===== src/rtl/addcy_pkg.sv =====
// Shared types for the add-family carry and overflow unit.
// Assumes the opcode field is four bits wide. Codes 12 to 15 are unsupported.
package addcy_pkg;

    typedef enum logic [3:0] {
        OP_ADD    = 4'd0,
        OP_ADDI   = 4'd1,
        OP_SUB    = 4'd2,
        OP_SUBI   = 4'd3,
        OP_NEG    = 4'd4,
        OP_ADDX   = 4'd5,
        OP_SUBX   = 4'd6,
        OP_ADDMX  = 4'd7,
        OP_ADDZX  = 4'd8,
        OP_SUBMX  = 4'd9,
        OP_SUBZX  = 4'd10,
        OP_ADDOVX = 4'd11
    } op_e;

    // Source of the second adder operand
    typedef enum logic [1:0] {
        SRC_B    = 2'd0,
        SRC_IMM  = 2'd1,
        SRC_ZERO = 2'd2,
        SRC_ONES = 2'd3
    } bsrc_e;

    // Source of the adder carry-in
    typedef enum logic [1:0] {
        CIN_0  = 2'd0,
        CIN_1  = 2'd1,
        CIN_CA = 2'd2,
        CIN_OV = 2'd3
    } csrc_e;

    typedef struct packed {
        logic ca;
        logic ca32;
        logic ov;
        logic ov32;
        logic so;
    } flags_t;

endpackage


===== src/rtl/addcy_opsel.sv =====
// Operand selector. Decodes the opcode into an A inversion, a second-operand
// source and a carry-in source, then forms the adder inputs.
// Assumes the stored flags are presented as they were before this operation.
module addcy_opsel
    import addcy_pkg::*;
#(
    parameter int WIDTH = 64,
    parameter int IMM_W = 16
) (
    input  logic [3:0]       opcode,
    input  logic [WIDTH-1:0] src_a,
    input  logic [WIDTH-1:0] src_b,
    input  logic [IMM_W-1:0] imm,
    input  logic             ca_in,
    input  logic             ov_in,
    output logic [WIDTH-1:0] opa,
    output logic [WIDTH-1:0] opb,
    output logic             cin,
    output logic             legal,
    output logic             alt_ext
);

    localparam int EXT_W = WIDTH - IMM_W;

    logic          inv_a;
    bsrc_e         bsrc;
    csrc_e         csrc;
    logic [WIDTH-1:0] imm_sx;

    // Sign-extend the immediate to the datapath width
    assign imm_sx = {{EXT_W{imm[IMM_W-1]}}, imm};

    // Decode the opcode into operand and carry controls
    always_comb begin
        inv_a   = 1'b0;
        bsrc    = SRC_B;
        csrc    = CIN_0;
        legal   = 1'b1;
        alt_ext = 1'b0;
        case (opcode)
            OP_ADD:    begin end
            OP_ADDI:   bsrc = SRC_IMM;
            OP_SUB:    begin inv_a = 1'b1; csrc = CIN_1; end
            OP_SUBI:   begin inv_a = 1'b1; bsrc = SRC_IMM; csrc = CIN_1; end
            OP_NEG:    begin inv_a = 1'b1; bsrc = SRC_ZERO; csrc = CIN_1; end
            OP_ADDX:   csrc = CIN_CA;
            OP_SUBX:   begin inv_a = 1'b1; csrc = CIN_CA; end
            OP_ADDMX:  begin bsrc = SRC_ONES; csrc = CIN_CA; end
            OP_ADDZX:  begin bsrc = SRC_ZERO; csrc = CIN_CA; end
            OP_SUBMX:  begin inv_a = 1'b1; bsrc = SRC_ONES; csrc = CIN_CA; end
            OP_SUBZX:  begin inv_a = 1'b1; bsrc = SRC_ZERO; csrc = CIN_CA; end
            OP_ADDOVX: begin csrc = CIN_OV; alt_ext = 1'b1; end
            default:   legal = 1'b0;
        endcase
    end

    // Form the adder operands and carry-in from the decoded controls
    always_comb begin
        opa = inv_a ? ~src_a : src_a;
        case (bsrc)
            SRC_B:    opb = src_b;
            SRC_IMM:  opb = imm_sx;
            SRC_ZERO: opb = '0;
            default:  opb = '1;
        endcase
        case (csrc)
            CIN_0:   cin = 1'b0;
            CIN_1:   cin = 1'b1;
            CIN_CA:  cin = ca_in;
            default: cin = ov_in;
        endcase
    end

endmodule


===== src/rtl/addcy_adder.sv =====
// Single adder with carry taps at full and half width.
// The carry into a bit is recovered as sum XOR a XOR b, so one carry chain
// gives the carries out of bits W-1, W-2, W/2-1 and W/2-2. Assumes WIDTH is even.
module addcy_adder #(
    parameter int WIDTH = 64
) (
    input  logic [WIDTH-1:0] opa,
    input  logic [WIDTH-1:0] opb,
    input  logic             cin,
    output logic [WIDTH-1:0] sum,
    output logic             c_full,
    output logic             c_full_m1,
    output logic             c_half,
    output logic             c_half_m1
);

    localparam int HALF = WIDTH / 2;

    logic [WIDTH:0] total;

    // One carry chain over the full width plus the carry out
    assign total = {1'b0, opa} + {1'b0, opb} + {{WIDTH{1'b0}}, cin};
    assign sum   = total[WIDTH-1:0];

    // Recover carries at the tap points
    always_comb begin
        c_full    = total[WIDTH];
        c_full_m1 = total[WIDTH-1] ^ opa[WIDTH-1] ^ opb[WIDTH-1];
        c_half    = total[HALF] ^ opa[HALF] ^ opb[HALF];
        c_half_m1 = total[HALF-1] ^ opa[HALF-1] ^ opb[HALF-1];
    end

endmodule


===== src/rtl/addcy_flagreg.sv =====
// Five-bit flag file with separate carry and overflow write ports and a sticky
// summary overflow. Synchronous active-low reset clears every flag.
module addcy_flagreg
    import addcy_pkg::*;
(
    input  logic   clk,
    input  logic   rst_n,
    input  logic   wr_ca,
    input  logic   ca_d,
    input  logic   ca32_d,
    input  logic   wr_ov,
    input  logic   ov_d,
    input  logic   ov32_d,
    input  logic   so_set,
    output flags_t flags
);

    // Hold or update each flag group on the clock edge
    always_ff @(posedge clk) begin
        if (!rst_n) begin
            flags <= '0;
        end else begin
            if (wr_ca) begin
                flags.ca   <= ca_d;
                flags.ca32 <= ca32_d;
            end
            if (wr_ov) begin
                flags.ov   <= ov_d;
                flags.ov32 <= ov32_d;
            end
            if (so_set) begin
                flags.so <= 1'b1;
            end
        end
    end

endmodule


===== src/rtl/addcy_unit.sv =====
// Top of the add-family carry and overflow unit. The operand selector feeds one
// adder, and the result flags are written to the flag file under the two enables.
// Assumes opcode and enables are stable during the cycle that valid is high.
module addcy_unit
    import addcy_pkg::*;
#(
    parameter int WIDTH = 64,
    parameter int IMM_W = 16
) (
    input  logic             clk,
    input  logic             rst_n,
    input  logic             valid,
    input  logic [3:0]       opcode,
    input  logic [WIDTH-1:0] src_a,
    input  logic [WIDTH-1:0] src_b,
    input  logic [IMM_W-1:0] imm,
    input  logic             ca_wen,
    input  logic             ov_wen,
    output logic [WIDTH-1:0] sum,
    output logic             res_ca,
    output logic             res_ca32,
    output logic             res_ov,
    output logic             res_ov32,
    output logic             illegal,
    output logic             flag_ca,
    output logic             flag_ca32,
    output logic             flag_ov,
    output logic             flag_ov32,
    output logic             flag_so
);

    flags_t           flags;
    logic [WIDTH-1:0] opa;
    logic [WIDTH-1:0] opb;
    logic             cin;
    logic             legal;
    logic             alt_ext;
    logic             c_full;
    logic             c_full_m1;
    logic             c_half;
    logic             c_half_m1;
    logic             commit;

    addcy_opsel #(.WIDTH(WIDTH), .IMM_W(IMM_W)) u_opsel (
        .opcode  (opcode),
        .src_a   (src_a),
        .src_b   (src_b),
        .imm     (imm),
        .ca_in   (flags.ca),
        .ov_in   (flags.ov),
        .opa     (opa),
        .opb     (opb),
        .cin     (cin),
        .legal   (legal),
        .alt_ext (alt_ext)
    );

    addcy_adder #(.WIDTH(WIDTH)) u_adder (
        .opa       (opa),
        .opb       (opb),
        .cin       (cin),
        .sum       (sum),
        .c_full    (c_full),
        .c_full_m1 (c_full_m1),
        .c_half    (c_half),
        .c_half_m1 (c_half_m1)
    );

    // Result flags. The overflow-carry variant reports its carries as overflow
    always_comb begin
        res_ca   = c_full;
        res_ca32 = c_half;
        res_ov   = alt_ext ? c_full : (c_full ^ c_full_m1);
        res_ov32 = alt_ext ? c_half : (c_half ^ c_half_m1);
        commit   = valid & legal;
        illegal  = valid & ~legal;
    end

    addcy_flagreg u_flags (
        .clk    (clk),
        .rst_n  (rst_n),
        .wr_ca  (commit & ca_wen & ~alt_ext),
        .ca_d   (res_ca),
        .ca32_d (res_ca32),
        .wr_ov  (commit & (ov_wen | (ca_wen & alt_ext))),
        .ov_d   (res_ov),
        .ov32_d (res_ov32),
        .so_set (commit & ov_wen & res_ov),
        .flags  (flags)
    );

    // Expose the stored flags
    always_comb begin
        flag_ca   = flags.ca;
        flag_ca32 = flags.ca32;
        flag_ov   = flags.ov;
        flag_ov32 = flags.ov32;
        flag_so   = flags.so;
    end

endmodule


===== config.mk =====
export PLATFORM = sky130hd
export DESIGN_NAME = addcy_unit
export DESIGN_NICKNAME = d
export VERILOG_FILES = /design/src/rtl/addcy_pkg.sv /design/src/rtl/addcy_opsel.sv /design/src/rtl/addcy_adder.sv /design/src/rtl/addcy_flagreg.sv /design/src/rtl/addcy_unit.sv
export SDC_FILE = /design/constraint.sdc
export NUM_CORES = 1
export LEC_CHECK = 0
export ABC_AREA = 1
export BUFFER_PORTS_ARGS = -buffer_cell sky130_fd_sc_hd__clkbuf_2
export CORE_MARGIN = 2
export CORE_UTILIZATION = 52
export CTS_CLUSTER_DIAMETER = 200
export CTS_CLUSTER_SIZE = 10
export DETAILED_ROUTE_END_ITERATION = 16
export GPL_TIMING_DRIVEN = 0
export PLACE_DENSITY = 0.84
export SLEW_MARGIN = 20
export SYNTH_ARGS = -nofsm -noshare
export SYNTH_HDL_FRONTEND = slang
export SYNTH_SLANG_ARGS = --single-unit
export TNS_END_PERCENT = 10

===== constraint.sdc =====
create_clock -name clk -period 6.93 [get_ports clk]
set_input_delay 1.7325 -clock clk [delete_from_list [all_inputs] [get_ports clk]]
set_output_delay 1.7325 -clock clk [all_outputs]
set_load 0.1 [all_outputs]

==> key figures <==
Power and ir drop
  – Leakage power: 4.57 nW
  – Peak supply drop: between 0.5 and 0.6 mV
  – Pwr dens: roughly 440 nW/um^2

Global routing
  – Largest net degree at the start of global routing: 11
  – GRT Total Usage: 0.324
  – Initial antenna violation count: 0
  – First-pass GRT wire length: ~34,000 um
  – Grt ovf: 0
  – Vias in the first global route: between 7,000 and 8,000

Setup path
  – Startpoint class of the critical path: input pin
  – RR Endpoint: u_flags.flags[1]
  – Worst Path Required: about 5.2 ns
  – Worst Path Max Fanout: 10
  – Crit path kind: in2out
  – Crit path DAT: around 5.3 ns
  – Setup crit end kind: output port
  – R2R Setup Slk: 3.56 ns
  – Crit Reg-Reg Startpoint: u_flags.flags[4]
  – Worst Reg-to-Reg Cells: 20

Finish
  – # diodes: 0
  – P&R area growth vs syn: 49.2%
  – Fin nets: 1,523
  – Final core occ: 0.803
  – Share of cells above drive strength 1: 0.349
  – Largest register FFs: 5
  – Top reg by flops: u_flags.flags
  – Top Registers: u_flags.flags: 5 flops

Place
  – Port Buffers: 226
  – RD Place Congestion: around 1.0
  – HPWL after detailed placement: 17,300 um

STA
  – Fin. max-slew vios: 0
  – RSZ-0062 raised after global routing: yes
  – Relative slew slack: 0.621
  – Clock Skews: roughly 0.0016 ns
  – Fin crit period: between 7 and 8 ns
  – Hold Vio Cnt, Final: 0
  – Achievable Freq: 0.143 GHz
  – Final period util: 1.01
  – Finish-stage setup viols: 8
  – Final Worst Setup Slack: -0.0712 ns
  – Worst slew pin tran: between 0.5 and 0.6 ns
  – TNS Setup: -0.317 ns

Die
  – Die Y: ~110 um
  – Core outline area: approximately 11,000 um^2
  – Ports: 227
  – Die Area: 12,200 um^2
  – Initial Utilization: 0.538
  – Die width: ~110 um
  – Row cnt: 38

Synthesis
  – Area contributors post-synth: nand2_1, ha_1, xnor2_1
  – Largest family of logic cells by synthesized area: simple AND/OR/NAND/NOR gates
  – Syn Nets: 1,263
  – Mapped Area: a little under 6000 um^2
  – Adder-cell share of the synthesized area: 0.140
  – Synthesis Warnings: 0
  – Yosys top cell by area: nand2_1
  – Syn_area_per_cell: ~5.7 um^2
  – Simple logic cell fraction of the synthesized area: 0.335
  – Synth Register Bits: 5
  – Mux cell area share after synthesis: 0
  – XOR/XNOR Fraction of Synth Area: 0.192
  – Count leader, synth: nand2_1
  – Synth cell count leaders: nand2_1, inv_1, nor2_1
  – Synth Flop Type: dfxtp_1
  – Yosys cell types: 53
  – Async set-reset flop share out of synthesis: 0
  – Top-area cell type share of the netlist area: 0.197
  – Post-synth EDFFs: 0
  – Cells after synthesis: 1,045
  – Compound-Gate Fraction of Synth Area: 0.216
  – Post-synthesis sequential area ratio: 0.0169

Clock network
  – Root Driver: clkbuf_16
  – Post-CTS Hold Buffers: 0
  – H-tree Lvls: 1
  – Clock Pin Slew Worst Setup and Hold Paths: around 0.030 ns
  – Clock Tree Buf Depth: 2
  – TritonCTS buffer count: 3
  – Sink Count: 5
  – CTS tree: done
  – Skew-Pair Late Insertion Delay: ~0.23 ns

Hold path
  – Hold Crit Depth: 2
  – Min-Delay Path Class: reg2reg
  – Hold_sp: u_flags.flags[0]
  – Hold path endpoint: u_flags.flags[0]

Routing
  – Antenna viol nets, final: 0
  – Vias per cell: 5.61
  – Final wirelength: 23,400 um
  – Routed wire length per instance: 16.2 um
  – DR vias: 8,103
  – DR pass1 iterations: 5
  – Starting DRT DRC Count: 653
  – DRC violations left: 0

Outcome
  – Violated checks: negative setup slack
  – Status: complete, but fails checks

Run
  – Max_cap viols: 0
==> worst max-delay path by stage <==
stage,startpoint,end
2_1_floorplan,opcode[3],sum[35]
3_3_place_gp,opcode[0],sum[46]
3_5_place_dp,opcode[0],sum[46]
4_1_cts,opcode[0],res_ov
5_1_grt,opcode[3],res_ov
6_report,opcode[3],res_ov
==> stage by stage <==
stage	setup slack, ns	hold WS (ns)	total power [mW]	std cells	instance area [um^2]
final	-0.0712	0.501	3.85	1444	8820
after global routing	-0.287	0.514	3.99	1444	8820
after CTS	-0.0242	0.462	3.62	1431	8160
after detailed placement	-1.11	0.443	3.28	1411	7480
after global placement	-1.04	0.437	3.27	1411	7480
after floorplan	-0.515	0.876	2.76	1045	6180
==> kinds of logic after synthesis <==
family / count (synthesis)
and+or+nand+nor: 490
AOI/OAI and AO/OA: 205
buffers and inverters: 156
xor gates and xnor gates: 124
adders and majority gates: 65
DFF: 5
==> metal layers <==
layer,vias to the layer above,track usage,share of wire
li1,3908,-,-
met1,3682,0.424,0.41
met2,449,0.571,0.48
met3,64,0.0390,0.082
met4,0,0.0667,0.029
met5,-,0,0
==> layout make-up <==
cell class                 instances  area [um^2]
fill                             803         2160
buffer                            19          173
inverter                         137          524
multi-input combinational        884         6130
clock buffer                       4         78.8
tap                              140          175
timing repair buffer             255         1640
sequential                         5          100
==> critical path, cell delays in order <==
cell	delay, ns
buf_8	0.10
inv_4	0.07
nand2_4	0.08
inv_1	0.12
o21ai_2	0.08
nand3_2	0.14
clkinv_4	0.08
buf_4	0.18
a221o_1	0.31
ha_1	0.37
nand2_1	0.13
nand2_1	0.12
a21oi_1	0.17
nand2_2	0.10
nand2_1	0.09
nand2_2	0.08
nand2_1	0.08
nand2_2	0.12
nand2_2	0.12
nand2_1	0.07
nand2_1	0.08
nand3b_1	0.10
nand3_1	0.15
nand3_1	0.12
nand2_1	0.10
nand2_1	0.08
inv_1	0.10
buf_12	0.18
==> power breakdown <==
part | switching, mW | total [mW] | internal (mW) | leakage (nW)
Sequential | 0.00212 | 0.0342 | 0.0320 | 0.0410
Combinational | 2.79 | 3.72 | 0.934 | 4.49
Clock | 0.0188 | 0.0950 | 0.0762 | 0.0382
==> repair_timing <==
| item | CTS | global route |
|---|---|---|
| buffers inserted | 16 | 13 |
| setup endpoints to repair | 56 | 43 |
| gates resized for setup | 118 | 158 |
| pin swaps | 15 | 32 |
| cloned | 0 | 0 |
==> cells in the final DEF (no fill, tap or decap), drive strengths merged, types with 39 or more instances in the layout <==
cell type  instances
a21oi             95
buf               53
clkbuf           225
ha                63
inv              136
nand2            317
nor2             115
o21ai             46
xnor2             84
xor2              39
Note: power is estimated with default switching activity, not from simulation.
